$ cat config.mk
export PLATFORM = sky130hd
export DESIGN_NAME = blk_admit
export DESIGN_NICKNAME = d
export VERILOG_FILES = /design/src/rtl/blk_admit_pkg.sv /design/src/rtl/blk_admit_ctrl.sv /design/src/rtl/blk_admit_dp.sv /design/src/rtl/blk_admit.sv
export SDC_FILE = /design/constraint.sdc
export NUM_CORES = 1
export LEC_CHECK = 0
export ABC_AREA = 1
export ABC_CLOCK_PERIOD_IN_PS = 7210
export CAP_MARGIN = 10
export CORE_MARGIN = 10
export CORE_UTILIZATION = 43
export CTS_BUF_LIST = sky130_fd_sc_hd__clkbuf_8
export DETAILED_ROUTE_END_ITERATION = 7
export DONT_BUFFER_PORTS = 1
export PLACE_DENSITY = 0.58
export SETUP_SLACK_MARGIN = 0.3
export SLEW_MARGIN = 25
export SYNTH_ARGS = -nofsm -noshare
export SYNTH_HDL_FRONTEND = slang
export SYNTH_HIERARCHICAL = 1
export SYNTH_SLANG_ARGS = --single-unit
$ cat constraint.sdc
create_clock -name clk -period 7.21 [get_ports clk]
set_clock_uncertainty 0.05 [all_clocks]
set_input_delay 0.3605 -clock clk [delete_from_list [all_inputs] [get_ports clk]]
set_output_delay 0.3605 -clock clk [all_outputs]
set_load 0.02 [all_outputs]
$ cat src/rtl/blk_admit_pkg.sv
package blk_admit_pkg;

  typedef enum logic [1:0] {
    OP_IDLE    = 2'b00,
    OP_CLAIM   = 2'b01,
    OP_RELEASE = 2'b10,
    OP_PROBE   = 2'b11
  } admit_op_e;

  typedef struct packed {
    logic add;
    logic sub;
  } admit_stb_t;

endpackage

$ cat src/rtl/blk_admit_ctrl.sv
module blk_admit_ctrl
  import blk_admit_pkg::*;
(
  input  logic       clk,
  input  logic       rstN,
  input  logic [1:0] op,
  input  logic       fit,
  input  logic       shortfall,
  output admit_stb_t stb,
  output logic       relError
);

  admit_op_e opCode;
  assign opCode = admit_op_e'(op);

  always_comb begin
    stb.add = (opCode == OP_CLAIM) && fit;
    stb.sub = (opCode == OP_RELEASE) && !shortfall;
  end

  always_ff @(posedge clk or negedge rstN) begin
    if (!rstN) relError <= 1'b0;
    else       relError <= (opCode == OP_RELEASE) && shortfall;
  end

endmodule

$ cat src/rtl/blk_admit_dp.sv
module blk_admit_dp
  import blk_admit_pkg::*;
#(
  parameter int WARP_SIZE   = 32,
  parameter int MAX_THREADS = 2048,
  parameter int MAX_SHMEM   = 49152,
  parameter int MAX_REGS    = 65536,
  parameter int MAX_BLOCKS  = 32,
  parameter int REG_PT_W    = 8,
  localparam int THR_W = $clog2(MAX_THREADS + 1),
  localparam int SHM_W = $clog2(MAX_SHMEM + 1),
  localparam int REG_W = $clog2(MAX_REGS + 1),
  localparam int BLK_W = $clog2(MAX_BLOCKS + 1)
) (
  input  logic                clk,
  input  logic                rstN,
  input  logic                shareMode,
  input  logic [THR_W-1:0]    threadsPerBlk,
  input  logic [REG_PT_W-1:0] regsPerThread,
  input  logic [SHM_W-1:0]    shmemPerBlk,
  input  logic                slotFree,
  input  logic [BLK_W-1:0]    kernMaxBlk,
  input  admit_stb_t          stb,
  output logic                fit,
  output logic                shortfall,
  output logic [THR_W-1:0]    occThreads,
  output logic [SHM_W-1:0]    occShmem,
  output logic [REG_W-1:0]    occRegs,
  output logic [BLK_W-1:0]    occBlocks
);

  localparam logic [31:0] WMASK   = 32'(WARP_SIZE - 1);
  localparam logic [31:0] LIM_THR = 32'(MAX_THREADS);
  localparam logic [31:0] LIM_SHM = 32'(MAX_SHMEM);
  localparam logic [31:0] LIM_REG = 32'(MAX_REGS);
  localparam logic [31:0] LIM_BLK = 32'(MAX_BLOCKS);

  logic [31:0] padThr, regRnd, regNeed, shmNeed;
  logic thrOk, shmOk, regOk, blkOk, fitShared, fitSolo;
  logic shortShared, shortSolo;

  // demand of one block: warp-padded threads, four-aligned registers
  always_comb begin
    padThr  = (32'(threadsPerBlk) + WMASK) & ~WMASK;
    regRnd  = (32'(regsPerThread) + 32'd3) & ~32'd3;
    regNeed = padThr * regRnd;
    shmNeed = 32'(shmemPerBlk);
  end

  always_comb begin
    thrOk = (32'(occThreads) + padThr)  <= LIM_THR;
    shmOk = (32'(occShmem)   + shmNeed) <= LIM_SHM;
    regOk = (32'(occRegs)    + regNeed) <= LIM_REG;
    blkOk = (32'(occBlocks)  + 32'd1)   <= LIM_BLK;
    fitShared = (kernMaxBlk != '0) && slotFree && thrOk && shmOk && regOk && blkOk;
    fitSolo   = (32'(occBlocks) < 32'(kernMaxBlk)) && (32'(occBlocks) < LIM_BLK);
    fit       = shareMode ? fitShared : fitSolo;
    shortShared = (32'(occThreads) < padThr) || (32'(occShmem) < shmNeed) ||
                  (32'(occRegs) < regNeed)   || (occBlocks == '0);
    shortSolo   = (occBlocks == '0);
    shortfall   = shareMode ? shortShared : shortSolo;
  end

  always_ff @(posedge clk or negedge rstN) begin
    if (!rstN) begin
      occThreads <= '0;
      occShmem   <= '0;
      occRegs    <= '0;
      occBlocks  <= '0;
    end else if (stb.add) begin
      occBlocks <= occBlocks + BLK_W'(1);
      if (shareMode) begin
        occThreads <= occThreads + THR_W'(padThr);
        occShmem   <= occShmem   + SHM_W'(shmNeed);
        occRegs    <= occRegs    + REG_W'(regNeed);
      end
    end else if (stb.sub) begin
      occBlocks <= occBlocks - BLK_W'(1);
      if (shareMode) begin
        occThreads <= occThreads - THR_W'(padThr);
        occShmem   <= occShmem   - SHM_W'(shmNeed);
        occRegs    <= occRegs    - REG_W'(regNeed);
      end
    end
  end

  // accounts never pass their limits
  p_thr_cap_r4: assert property (@(posedge clk) disable iff (!rstN)
    32'(occThreads) <= LIM_THR);
  p_shm_cap_r4: assert property (@(posedge clk) disable iff (!rstN)
    32'(occShmem) <= LIM_SHM);
  p_reg_cap_r4: assert property (@(posedge clk) disable iff (!rstN)
    32'(occRegs) <= LIM_REG);
  p_blk_cap_r4: assert property (@(posedge clk) disable iff (!rstN)
    32'(occBlocks) <= LIM_BLK);
  // control commits a claim only on a yes answer
  p_claim_fits_r6: assert property (@(posedge clk) disable iff (!rstN)
    stb.add |-> fit);
  // control subtracts only when every account covers the amount
  p_release_covered_r8: assert property (@(posedge clk) disable iff (!rstN)
    stb.sub |-> !shortfall);
  // without a strobe nothing moves
  p_idle_stable_r7: assert property (@(posedge clk) disable iff (!rstN)
    (!stb.add && !stb.sub) |=> ($stable(occThreads) && $stable(occShmem) &&
                                $stable(occRegs) && $stable(occBlocks)));

endmodule

$ cat src/rtl/blk_admit.sv
module blk_admit
  import blk_admit_pkg::*;
#(
  parameter int WARP_SIZE   = 32,
  parameter int MAX_THREADS = 2048,
  parameter int MAX_SHMEM   = 49152,
  parameter int MAX_REGS    = 65536,
  parameter int MAX_BLOCKS  = 32,
  parameter int REG_PT_W    = 8,
  localparam int THR_W = $clog2(MAX_THREADS + 1),
  localparam int SHM_W = $clog2(MAX_SHMEM + 1),
  localparam int REG_W = $clog2(MAX_REGS + 1),
  localparam int BLK_W = $clog2(MAX_BLOCKS + 1)
) (
  input  logic                clk,
  input  logic                rstN,
  input  logic                shareMode,
  input  logic [1:0]          op,
  input  logic [THR_W-1:0]    threadsPerBlk,
  input  logic [REG_PT_W-1:0] regsPerThread,
  input  logic [SHM_W-1:0]    shmemPerBlk,
  input  logic                slotFree,
  input  logic [BLK_W-1:0]    kernMaxBlk,
  output logic                fit,
  output logic                relError,
  output logic [THR_W-1:0]    occThreads,
  output logic [SHM_W-1:0]    occShmem,
  output logic [REG_W-1:0]    occRegs,
  output logic [BLK_W-1:0]    occBlocks
);

  admit_stb_t stb;
  logic       shortfall;

  blk_admit_ctrl ctrl_i (
    .clk       (clk),
    .rstN      (rstN),
    .op        (op),
    .fit       (fit),
    .shortfall (shortfall),
    .stb       (stb),
    .relError  (relError)
  );

  blk_admit_dp #(
    .WARP_SIZE   (WARP_SIZE),
    .MAX_THREADS (MAX_THREADS),
    .MAX_SHMEM   (MAX_SHMEM),
    .MAX_REGS    (MAX_REGS),
    .MAX_BLOCKS  (MAX_BLOCKS),
    .REG_PT_W    (REG_PT_W)
  ) dp_i (
    .clk           (clk),
    .rstN          (rstN),
    .shareMode     (shareMode),
    .threadsPerBlk (threadsPerBlk),
    .regsPerThread (regsPerThread),
    .shmemPerBlk   (shmemPerBlk),
    .slotFree      (slotFree),
    .kernMaxBlk    (kernMaxBlk),
    .stb           (stb),
    .fit           (fit),
    .shortfall     (shortfall),
    .occThreads    (occThreads),
    .occShmem      (occShmem),
    .occRegs       (occRegs),
    .occBlocks     (occBlocks)
  );

endmodule

==> reports/results.tsv, run 1 <==
stage	metric	value	unit
final_layout	final_util	57.69	%
global_route	gr-total-overflow	0	
synthesis	synth-edff-count	0	
synthesis	synth_adder_area_share	27.43	%
final_layout	diodes	0	
routing	num_vias	8517	
synthesis	synth_top_family_by_area	simple AND/OR/NAND/NOR gates	
synthesis	synth_cells	1265	
clock_network	cts.path.max_buffers	2	
synthesis	synthArstFlopShare	100.0	%
routing	wl_met1	11510	um
sta	final-setup-viol-count	8	
clock_network	htreeDepth	2	
sta	rsz0062_at_grt	true	
floorplan	dieArea	25100	um^2
synthesis	yosys.area_share.simple	31.37	%
sta	slew_headroom	62.45	%
synthesis	synth-compound-area-share	10.95	%
clock_network	clock-sinks	40	
min_path	hp-start	op[1]	
critical_path	crit_buf_inv	11	
place	io_buffers	0	
routing	route.met3.wl	1321	um
final_layout	syn2layout_area_growth	31.42	%
synthesis	syn_area_per_cell	6.513	um^2
routing	detail-route-antenna-nets	0	
synthesis	synth_mux_area_share	0.1367	%
critical_path	slowest_stage	fa_1	
global_route	grt_antenna_before_repair	0	
global_route	grtUsageTotal	19.61	%
final_layout	nets	1658	
pwr	p_leak	0.005855	uW
critical_path	path_delay_family	adder cells	
clock_network	cts_buffers	5	
sta	report.final.slew_viol_count	0	
global_route	grt_pass1_vias	8069	
pwr	power_density	517.2	nW/um^2
final_layout	drive_gt1_share	26.03	%
synthesis	dominantRegCellSynth	dfrtp_1	
floorplan	pin_count	101	
routing	wire_per_inst	15.08	um
synthesis	yosysWarnings	6	
critical_path	timing.rr.end	dp_i/occThreads[10]$_DFFE_PN0P_	
synthesis	ys_seq_elements	40	
min_path	hold-path-endpoint	ctrl_i/relError$_DFF_PN0_	
critical_path	r2r_cells	32	
routing	vias_per_cell	5.052	
routing	drc	0	
pwr	ir_drop	0.0002640	V
floorplan	die-width	158.4	um
critical_path	cp.required	7.37	ns
sta	period_minus_slack	7.343	ns
critical_path	critPathMaxFanout	7	
routing	wirelength	25420	um
min_path	holdPathStages	2	
global_route	grt_pass1_wl	40450	um
routing	drtIter0Drc	407	
synthesis	synthXorXnorAreaFrac	5.725	%
sta	setup_slack	-0.1330	ns
critical_path	end_kind	flip-flop	
critical_path	timing.rr.start	dp_i/occRegs[7]$_DFFE_PN0P_	
final_layout	layout_common_cells	nand2_1, inv_1, buf_4	
status	violations	negative setup slack	
synthesis	seq_area_frac_synth	12.15	%
clock_network	clkTransAtPathRegs	0.09	ns
floorplan	die_h	158.4	um
sta	whs	0.1428	ns
routing	top_layer	met4	
floorplan	start_util	43.90	%
place	dp_hpwl	20190	um
floorplan	core	18770	um^2
critical_path	ff2ff_setup_slack	2.19	ns
routing	first_pass_iters	4	
min_path	min_path_type	in2reg	
critical_path	cp_data_arrival_time	7.50	ns
pwr	total_power	5600	uW
critical_path	cpPeakStageDelay	0.50	ns
routing	met2_length	12170	um
synthesis	synth_area	8239	um^2
clock_network	tritoncts	done	
critical_path	start_kind	input port	
status	status	finished with violations	
clock_network	clk_latency	0.31	ns
sta	finalHoldViolations	0	
global_route	grt_max_degree	41	
critical_path	crit_type	in2reg	
synthesis	synth_cell_type_count	46	
floorplan	rows	50	
run	cap_viol_max_count	0	
clock_network	root_buffer	clkbuf_8	
sta	fmax	136.2	MHz
place	globalplace.congestion	0.9283	
sta	tightest_slew	0.5633	ns
final_layout	final_common_cell	nand2_1	
sta	period_share	101.8	%
[logic make-up (layout without fill, tap and decap cells)]
group           count (synthesis)  after routing
mux                             1              1
fa+ha+maj                     159            159
compound gates                159            159
xor+xnor                       50             50
buf+inv                       249            425
simple gates                  606            606
other cells                     1             12
flops                          40             40
[sequential cells by signal, indices dropped and copies added (netlist names)]
name,flops
ctrl_i/relError,1
dp_i/occBlocks,6
dp_i/occRegs,10
dp_i/occShmem,16
dp_i/occThreads,7
[worst max path at each step]
stage          cells after the start  slack, ns              from                               to
2_1_floorplan                     49      -0.32  regsPerThread[0]  dp_i/occThreads[11]$_DFFE_PN0P_
3_3_place_gp                      48      -0.47  threadsPerBlk[0]     dp_i/occRegs[16]$_DFFE_PN0P_
3_5_place_dp                      56      -0.56  threadsPerBlk[0]     dp_i/occRegs[15]$_DFFE_PN0P_
4_1_cts                           53       0.03  threadsPerBlk[1]  dp_i/occThreads[11]$_DFFE_PN0P_
5_1_grt                           49      -0.57  threadsPerBlk[1]  dp_i/occThreads[11]$_DFFE_PN0P_
6_report                          50      -0.13  threadsPerBlk[1]  dp_i/occThreads[10]$_DFFE_PN0P_
[per-stage QoR]
stage               TNS [ns]  std cells  instance area (um^2)  setup slack [ns]
floorplan             -1.481       1276                  8528           -0.3223
global placement      -3.667       1616                  9644           -0.4700
detailed placement    -4.917       1616                  9644           -0.5632
CTS                        0       1662                 10320           0.03364
global route          -4.901       1686                 10830           -0.5671
finish               -0.5379       1686                 10830           -0.1330
[cell usage after synthesis (3+ instances only)]
| cell | n | area share (%) |
|---|---|---|
| o21bai_1 | 8 | 0.73 |
| nor3_2 | 3 | 0.36 |
| inv_2 | 6 | 0.27 |
| o21ai_1 | 3 | 0.18 |
| inv_1 | 209 | 9.5 |
| ha_1 | 123 | 19 |
| or2_2 | 7 | 0.53 |
| xnor2_1 | 11 | 1.2 |
| nand2_4 | 6 | 0.82 |
| dfrtp_1 | 40 | 12 |
| a21oi_2 | 4 | 0.43 |
| nand2_2 | 6 | 0.46 |
| buf_2 | 7 | 0.43 |
| nor4_1 | 3 | 0.23 |
| nand3b_1 | 4 | 0.36 |
| fa_1 | 36 | 8.7 |
| buf_4 | 15 | 1.4 |
| nand3_1 | 81 | 4.9 |
| a31oi_1 | 17 | 1.3 |
| nor2_1 | 150 | 6.8 |
| xor2_1 | 36 | 3.8 |
| nand2_1 | 309 | 14 |
| nor3_1 | 11 | 0.67 |
| a21o_1 | 4 | 0.36 |
| a21oi_1 | 64 | 3.9 |
| nand4_1 | 21 | 1.6 |
| clkbuf_1 | 8 | 0.36 |
| o21ai_0 | 46 | 2.8 |
| nand3_2 | 3 | 0.36 |
[layer usage]
| layer | vias up | GRT usage [%] |
|---|---|---|
| met4 | 0 | 4.367 |
| met1 | 3964 | 25.81 |
| li1 | 4366 | - |
| met3 | 32 | 2.617 |
| met5 | - | 0 |
| met2 | 155 | 33.31 |
[repair_timing]
action,CTS,global route
hold endpoints to repair,40,0
setup endpoints to repair,16,29
gates resized for setup,58,85
hold buffers,2,0
buffers inserted,36,22
gates cloned,0,2
pin swaps,57,40
[area by class of cell]
cell class | count | area [um^2]
fillers | 1839 | 7940
multi-input cells | 987 | 6953
repair buffers | 199 | 1619
flip-flops and latches | 40 | 1001
inverters | 217 | 845.8
well taps | 234 | 292.8
clock buffers | 5 | 68.82
clock inverters | 3 | 38.79
repair inverters | 1 | 8.758
[where the power goes]
part / switching [uW] / total (uW) / internal (uW)
logic: 2520 / 4740 / 2220
registers: 342 / 666 / 325
clock network: 95.9 / 198 / 102
total: 2950 / 5600 / 2650
[worst reg2reg max path: cells and delay by family (launching register included)]
| family | cells | cell delay (ns) |
|---|---|---|
| and+or+nand+nor | 16 | 1.61 |
| xor gates and xnor gates | 2 | 0.20 |
| buffers and inverters | 8 | 0.91 |
| adders and majority gates | 3 | 1.33 |
| AOI/OAI and AO/OA | 3 | 0.29 |
| DFF | 1 | 0.52 |
Note: power is estimated with default switching activity, not from simulation.
==> run 2: changes to the inputs <==
- SYNTH_HIERARCHICAL: 1 -> default
==> reports/results.tsv, run 2 <==
stage	metric	value	unit	change
clock_network	tritoncts	done		
synthesis	synth_area	8755	um^2	+6.3%
global_route	use_met1	24.92	%	-0.89 points
critical_path	end_kind	flip-flop		
critical_path	cp_data_arrival_time	8.21	ns	+0.71 ns
clock_network	clk_latency	0.32	ns	about the same
global_route	grt.busiest_layer	met2		
sta	rsz0062_at_grt	true		
synthesis	synth.area.top_cells	ha_1, nand2_1, dfrtp_1, inv_1, fa_1		
final_layout	n_fill_cell	2010		+9.3%
routing	first_pass_iters	5		+1
critical_path	start_kind	input port		
clock_network	clkTransAtPathRegs	0.10	ns	about the same
routing	drc	0		unchanged
final_layout	syn2layout_area_growth	26.70	%	
synthesis	synth_top_area_share	18.58	%	-0.099 points
critical_path	cp.required	7.37	ns	about the same
floorplan	pin_count	101		unchanged
final_layout	largest_register_ffs	16		unchanged
place	dp_hpwl	21550	um	+6.7%
sta	fmax	124.2	MHz	-8.8%
clock_network	cts.path.max_buffers	2		unchanged
synthesis	seq_area_frac_synth	11.43	%	-0.72 points
synthesis	ys_seq_elements	40		unchanged
global_route	met3_usage	2.048	%	-0.57 points
clock_network	clock-sinks	40		unchanged
final_layout	ff_latch_area	1001	um^2	unchanged
final_layout	final_util	55.17	%	-2.5 points
pwr	p_leak	0.006256	uW	+6.9%
floorplan	core	20100	um^2	+7.1%
final_layout	layout_common_cells	nand2_1, inv_1, buf_4		
global_route	grt_pass1_vias	8656		+7.3%
pwr	power_density	498.8	nW/um^2	-3.5%
global_route	grtUsageTotal	19.19	%	-0.42 points
synthesis	yosysTopAreaCell	ha_1		
critical_path	crit_type	in2reg		
floorplan	die-width	162.7	um	+2.7%
sta	setup_slack	-0.8425	ns	-0.7096 ns
routing	num_vias	9034		+6.1%
critical_path	critPathMaxFanout	6		-1
sta	finalHoldViolations	0		unchanged
synthesis	synth_cells	1406		+11%
status	status	finished with violations		
critical_path	slowest_stage	fa_1		
final_layout	multi_input_area	7131	um^2	+2.6%
floorplan	start_util	43.55	%	-0.35 points
final_layout	drive_gt1_share	20.89	%	-5.1 points
synthesis	dominantRegCellSynth	dfrtp_1		
final_layout	nets	1793		+8.1%
final_layout	final_common_cell	nand2_1		
routing	detail-route-antenna-nets	0		unchanged
sta	tightest_slew	0.5603	ns	-0.003063 ns
place	io_buffers	0		unchanged
place	place_inst	1794		+11%
global_route	grt_pass1_wl	42430	um	+4.9%
sta	period_share	111.7	%	+9.8 points
synthesis	yosysWarnings	0		-6
routing	vias_per_cell	4.883		-3.3%
final_layout	diodes	0		unchanged
sta	period_minus_slack	8.053	ns	+0.7096 ns
synthesis	synth-edff-count	0		unchanged
global_route	grt_max_degree	41		unchanged
clock_network	root_buffer	clkbuf_8		
synthesis	syn_area_per_cell	6.227	um^2	-4.4%
clock_network	htreeDepth	2		unchanged
floorplan	rows	52		+4.0%
floorplan	dieArea	26470	um^2	+5.5%
critical_path	cpPeakStageDelay	0.54	ns	+0.04 ns
place	globalplace.congestion	0.8927		-3.8%
clock_network	cts_buffers	5		unchanged
sta	final-setup-viol-count	37		+29
critical_path	critPathMostFrequentCell	nand2_1		
final_layout	largest-register	dp_i.occShmem		
global_route	gr-total-overflow	0		unchanged
status	violations	negative setup slack		
routing	wirelength	26250	um	+3.3%
global_route	grt_antenna_before_repair	0		unchanged
sta	slew_headroom	62.25	%	-0.19 points
final_layout	largest_registers	dp_i.occShmem (16), dp_i.occRegs (10), dp_i.occThreads (7)		
routing	wire_per_inst	14.19	um	-5.9%
critical_path	path_delay_family	adder cells		
routing	drtIter0Drc	483		+19%
run	cap_viol_max_count	0		unchanged
critical_path	crit_buf_inv	12		+1
floorplan	die_h	162.7	um	+2.7%
synthesis	synthArstFlopShare	100.0	%	unchanged
synthesis	synth_cell_type_count	47		+2.2%
final_layout	instances_no_fill	1850		+9.7%
pwr	ir_drop	0.0002525	V	-4.4%
min_path	min_path_type	in2reg		
synthesis	synthMostInstantiatedCell	nand2_1		
sta	report.final.slew_viol_count	0		unchanged
synthesis	synthTopCellsByCount	nand2_1, inv_1, nor2_1		
global_route	grt.met2_usage	33.74	%	+0.42 points
run 2: timing repair:
item,in CTS,in global routing
gates resized for setup,36,58
pin swaps,51,64
gates cloned,0,1
hold buffers,2,0
setup buffers,35,10
hold endpoints to repair,40,0
endpoints found under the setup margin,39,40
run 2: worst register-to-register path, delay by kind of cell, from the launching register on:
family	cells	cell delay (ns)
compound gates	4	0.54
simple gates	24	2.14
fa+ha+maj	3	1.25
buf+inv	3	0.37
flops	1	0.51
xor+xnor	1	0.16
run 2: metal layers:
layer / part of all wire, % / routed length [um] / vias to the layer above
li1: - / - / 4698
met4: 1.2 / 308 / 0
met3: 4.9 / 1286 / 16
met2: 49 / 12840 / 158
met5: 0 / 0 / -
met1: 45 / 11820 / 4162
run 2: path summary, 6_finish.rpt:
kind | startpoint | end | slack, ns | depth (start not counted)
setup reg to reg | dp_i.occRegs[7]$_DFFE_PN0P_ | dp_i.occRegs[16]$_DFFE_PN0P_ | 2.11 | 35
max in group asynchronous | rstN | dp_i.occShmem[13]$_DFFE_PN0P_ | 6.41 | 2
setup / recovery | regsPerThread[1] | dp_i.occRegs[16]$_DFFE_PN0P_ | -0.84 | 56
hold / removal | op[0] | ctrl_i.relError$_DFF_PN0_ | 0.17 | 2
hold reg to reg | dp_i.occShmem[6]$_DFFE_PN0P_ | dp_i.occShmem[6]$_DFFE_PN0P_ | 0.62 | 2
min in group asynchronous | rstN | dp_i.occShmem[4]$_DFFE_PN0P_ | 0.49 | 2
run 2: report_power, final:
| group | switching, uW | internal, uW |
|---|---|---|
| clock network | 104 | 77.9 |
| registers | 344 | 324 |
| logic | 2500 | 2180 |
| total | 2950 | 2580 |
run 2: final cells by class:
type                            count  area share (%)
Timing Repair inverter              1          0.1466
Tap cell                          270           3.046
Multi-Input combinational cell   1085           64.29
Clock inverter                      2          0.1354
Inverter                          257           9.092
Clock buffer                        6          0.7445
Sequential cell                    40           9.024
Timing Repair Buffer              189           13.53
run 2: logic make-up (layout without fill, tap and decap cells):
| group | after synthesis | count (layout) | share of synthesized area (%) |
|---|---|---|---|
| AOI/OAI and AO/OA | 138 | 138 | 8.732 |
| xor gates and xnor gates | 49 | 49 | 4.902 |
| adders and majority gates | 166 | 166 | 26.81 |
| buffers and inverters | 292 | 455 | 13.51 |
| DFF | 40 | 40 | 11.43 |
| other | 1 | 12 | 0.04283 |
| and+or+nand+nor | 720 | 720 | 34.57 |
run 2: per-stage QoR:
stage | hold slack (ns) | setup TNS (ns) | setup WS, ns | power (uW) | cell area (um^2)
3_5_place_dp | 0.01686 | -20.71 | -1.218 | 4805 | 10210
3_3_place_gp | 0.01657 | -13.61 | -0.9608 | 4773 | 10210
6_report | 0.1712 | -9.497 | -0.8425 | 5533 | 11090
4_1_cts | 0.1592 | -4.358 | -0.7062 | 5253 | 10740
5_1_grt | 0.1627 | -26.61 | -1.428 | 6148 | 11090
2_1_floorplan | 0.01491 | -2.552 | -0.7781 | 3395 | 9036
==> run 3: changes to the inputs <==
- ABC_AREA: 1 -> default
- ABC_CLOCK_PERIOD_IN_PS: 7210 -> default
==> reports/results.tsv, run 3 <==
stage	metric	value	unit	change
status	status	finished with violations		
status	violations	negative setup slack		
critical_path	cp-startpoint	threadsPerBlk[2]		
routing	num_vias	8008		-11%
synthesis	synth_area	8343	um^2	-4.7%
synthesis	synthArstFlopShare	100.0	%	unchanged
global_route	grt_max_degree	41		unchanged
routing	vias_per_cell	5.418		+11%
global_route	grtUsageTotal	19.00	%	-0.19 points
final_layout	largest_register_ffs	16		unchanged
synthesis	synth-compound-area-share	24.10	%	+15 points
sta	slew_headroom	34.94	%	-27 points
clock_network	clock-sinks	40		unchanged
floorplan	core	18890	um^2	-6.0%
final_layout	drive_gt1_share	28.33	%	+7.4 points
synthesis	synth_top_family_by_area	adder cells		
critical_path	timing.rr.end	dp_i.occRegs[15]$_DFFE_PN0P_		
critical_path	cpPeakStageDelay	0.60	ns	+0.06 ns
clock_network	clk_latency	0.31	ns	about the same
floorplan	die_h	159.3	um	-2.1%
pwr	power_density	522.2	nW/um^2	+4.7%
pwr	p_int	2964	uW	+15%
synthesis	synth_cell_type_count	85		+81%
final_layout	n_fill_cell	1744		-13%
critical_path	start_kind	input port		
floorplan	pin_count	101		unchanged
pwr	ir_drop	0.0002780	V	+10%
sta	setup_slack	-1.630	ns	-0.7875 ns
critical_path	critPathMaxFanout	4		-2
critical_path	slowest_stage	fa_1		
synthesis	syn_area_per_cell	8.171	um^2	+31%
min_path	min_path_type	in2reg		
global_route	grt_pass1_wl	40810	um	-3.8%
place	io_buffers	0		unchanged
critical_path	timing.rr.start	dp_i.occShmem[0]$_DFFE_PN0P_		
critical_path	cp.required	7.36	ns	about the same
routing	wire_per_inst	16.99	um	+20%
routing	drtIter0Drc	311		-36%
sta	period_share	122.6	%	+11 points
sta	fmax	113.1	MHz	-8.9%
routing	wirelength	25110	um	-4.3%
pwr	seqPwrFrac	11.6	%	-0.5 points
pwr	total_power	5742	uW	+3.8%
global_route	grt_pass1_vias	7845		-9.4%
final_layout	syn2layout_area_growth	31.79	%	
floorplan	die-width	159.3	um	-2.1%
floorplan	rows	50		-3.8%
synthesis	synthXorXnorAreaFrac	8.278	%	+3.4 points
synthesis	yosysWarnings	0		unchanged
global_route	use_met1	24.72	%	-0.20 points
pwr	clkPwrFrac	3.8	%	+0.5 points
critical_path	critPathMostFrequentCell	fa_1		
floorplan	dieArea	25370	um^2	-4.1%
synthesis	synthMostInstantiatedCell	ha_1		
sta	finalHoldViolations	0		unchanged
final_layout	layout_common_cells	buf_4, ha_1, inv_1		
clock_network	clkTransAtPathRegs	0.10	ns	about the same
clock_network	root_buffer	clkbuf_8		
synthesis	yosysTopAreaCell	ha_1		
pwr	switching_share	48.37	%	-5.0 points
critical_path	cp_data_arrival_time	8.99	ns	+0.78 ns
critical_path	crit_buf_inv	4		-8
pwr	p_leak	0.005437	uW	-13%
critical_path	r2r_cells	24		-31%
routing	first_pass_iters	5		unchanged
final_layout	largest_registers	dp_i.occShmem (16), dp_i.occRegs (10), dp_i.occThreads (7)		
place	dp_hpwl	20230	um	-6.1%
sta	whs	0.09959	ns	-0.07162 ns
synthesis	synth_adder_area_share	28.13	%	+1.3 points
synthesis	dominantRegCellSynth	dfrtp_1		
sta	report.final.slew_viol_count	0		unchanged
clock_network	cts.path.max_buffers	2		unchanged
synthesis	synth.area.top_cells	ha_1, dfrtp_1, fa_1, xnor2_1, inv_1		
critical_path	end_kind	flip-flop		
place	globalplace.congestion	0.9115		+2.1%
clock_network	htreeDepth	2		unchanged
final_layout	diodes	0		unchanged
synthesis	synth_mux_area_share	3.254	%	+3.3 points
final_layout	ff_latch_area	1001	um^2	unchanged
synthesis	seq_area_frac_synth	12.00	%	+0.56 points
sta	tns	-24.18	ns	-14.69 ns
clock_network	tritoncts	done		
routing	detail-route-antenna-nets	0		unchanged
critical_path	path_delay_family	adder cells		
sta	rsz0062_at_grt	true		
run	cap_viol_max_count	0		unchanged
global_route	grt.busiest_layer	met2		
routing	drc	0		unchanged
sta	period_minus_slack	8.840	ns	+0.7875 ns
place	place_ws	-2.057	ns	-0.8384 ns
clock_network	cts_buffers	5		unchanged
synthesis	synth-edff-count	0		unchanged
place	placed_area	10140	um^2	-0.66%
pwr	switching_power	2777	uW	-5.9%
synthesis	synth_top_area_share	19.50	%	+0.92 points
global_route	grt_antenna_before_repair	0		unchanged
critical_path	endpoint	dp_i.occRegs[15]$_DFFE_PN0P_		
synthesis	ys_seq_elements	40		unchanged
floorplan	start_util	44.16	%	+0.61 points
sta	tightest_slew	0.9684	ns	+0.4081 ns
global_route	met3_usage	2.505	%	+0.46 points
synthesis	synthTopCellsByCount	ha_1, inv_1, nor2_1		
critical_path	worstSetupPathDepth	39		-30%
pwr	pwr-share-comb	84.6	%	about the same
critical_path	crit_type	in2reg		
critical_path	ff2ff_setup_slack	0.76	ns	-1.35 ns
final_layout	design_area	11000	um^2	-0.87%
final_layout	multi_input_area	7342	um^2	+3.0%
global_route	grt.met2_usage	32.81	%	-0.93 points
synthesis	synth_cells	1021		-27%
final_layout	final_common_cell	buf_4		
final_layout	largest-register	dp_i.occShmem		
global_route	gr-total-overflow	0		unchanged
final_layout	nets	1431		-20%
synthesis	yosys.area_share.simple	16.59	%	-18 points
sta	final-setup-viol-count	39		+5.4%
[run 3: cell types whose count changed after synthesis, moves of 14 or more]
cell,change
nand4_1,-26
a211oi_1,+15
inv_1,-133
xnor2_1,+50
nand2_1,-338
buf_2,-14
and2_1,+14
a21o_1,+23
nor2_1,-68
nand2b_1,+14
xor2_1,-22
nand3_1,-75
mux2_2,+15
[run 3: worst min-delay path by stage]
| stage | from | end | slack [ns] | cells past startpoint |
|---|---|---|---|---|
| 2_1_floorplan | rstN | ctrl_i.relError$_DFF_PN0_ | 0.01 | 0 |
| 3_3_place_gp | rstN | dp_i.occShmem[5]$_DFFE_PN0P_ | 0.02 | 0 |
| 3_5_place_dp | rstN | dp_i.occShmem[5]$_DFFE_PN0P_ | 0.02 | 0 |
| 4_1_cts | shareMode | dp_i.occShmem[1]$_DFFE_PN0P_ | 0.09 | 1 |
| 5_1_grt | shareMode | dp_i.occShmem[1]$_DFFE_PN0P_ | 0.1 | 1 |
| 6_report | shareMode | dp_i.occShmem[1]$_DFFE_PN0P_ | 0.1 | 1 |
[run 3: logic make-up after synthesis]
logic type      after synthesis
buf+inv                     150
compound gates              282
xor+xnor                     78
other cells                   1
flops                        40
simple gates                279
fa+ha+maj                   166
mux                          25
[run 3: area by class of cell]
class | instances | area share (%)
clock buffers | 7 | 0.8762
clock inverters | 1 | 0.2731
inverters | 114 | 3.937
multi-input cells | 843 | 66.77
flip-flops and latches | 40 | 9.103
well taps | 260 | 2.959
repair buffers | 213 | 16.08
[run 3: power by group through the flow]
stage | clock [uW] | sequential [uW] | combinational (uW)
finish | 218 | 664 | 4860
global route | 227 | 690 | 5370
CTS | 221 | 669 | 4670
detailed placement | 0 | 672 | 4340
global placement | 0 | 671 | 4320
floorplan | 0 | 584 | 2910
[run 3: stage by stage]
step	utilization, %	std cells
3_3_place_gp	53.68	1434
6_report	58.20	1478
4_1_cts	56.40	1461
5_1_grt	58.20	1478
3_5_place_dp	53.68	1434
2_1_floorplan	-	1032
[run 3: layer usage]
layer | share of wire, % | vias up
li1 | - | 3984
met1 | 45 | 3844
met2 | 49 | 166
met3 | 4.6 | 14
met4 | 1.2 | 0
met5 | 0 | -
[run 3: timing repair]
action	in CTS	in global routing
gates cloned	1	1
setup buffers	16	16
pin swaps	39	34
gates resized for setup	41	38
endpoints found under the hold margin	40	0
setup endpoints to repair	40	40
hold buffers	2	0
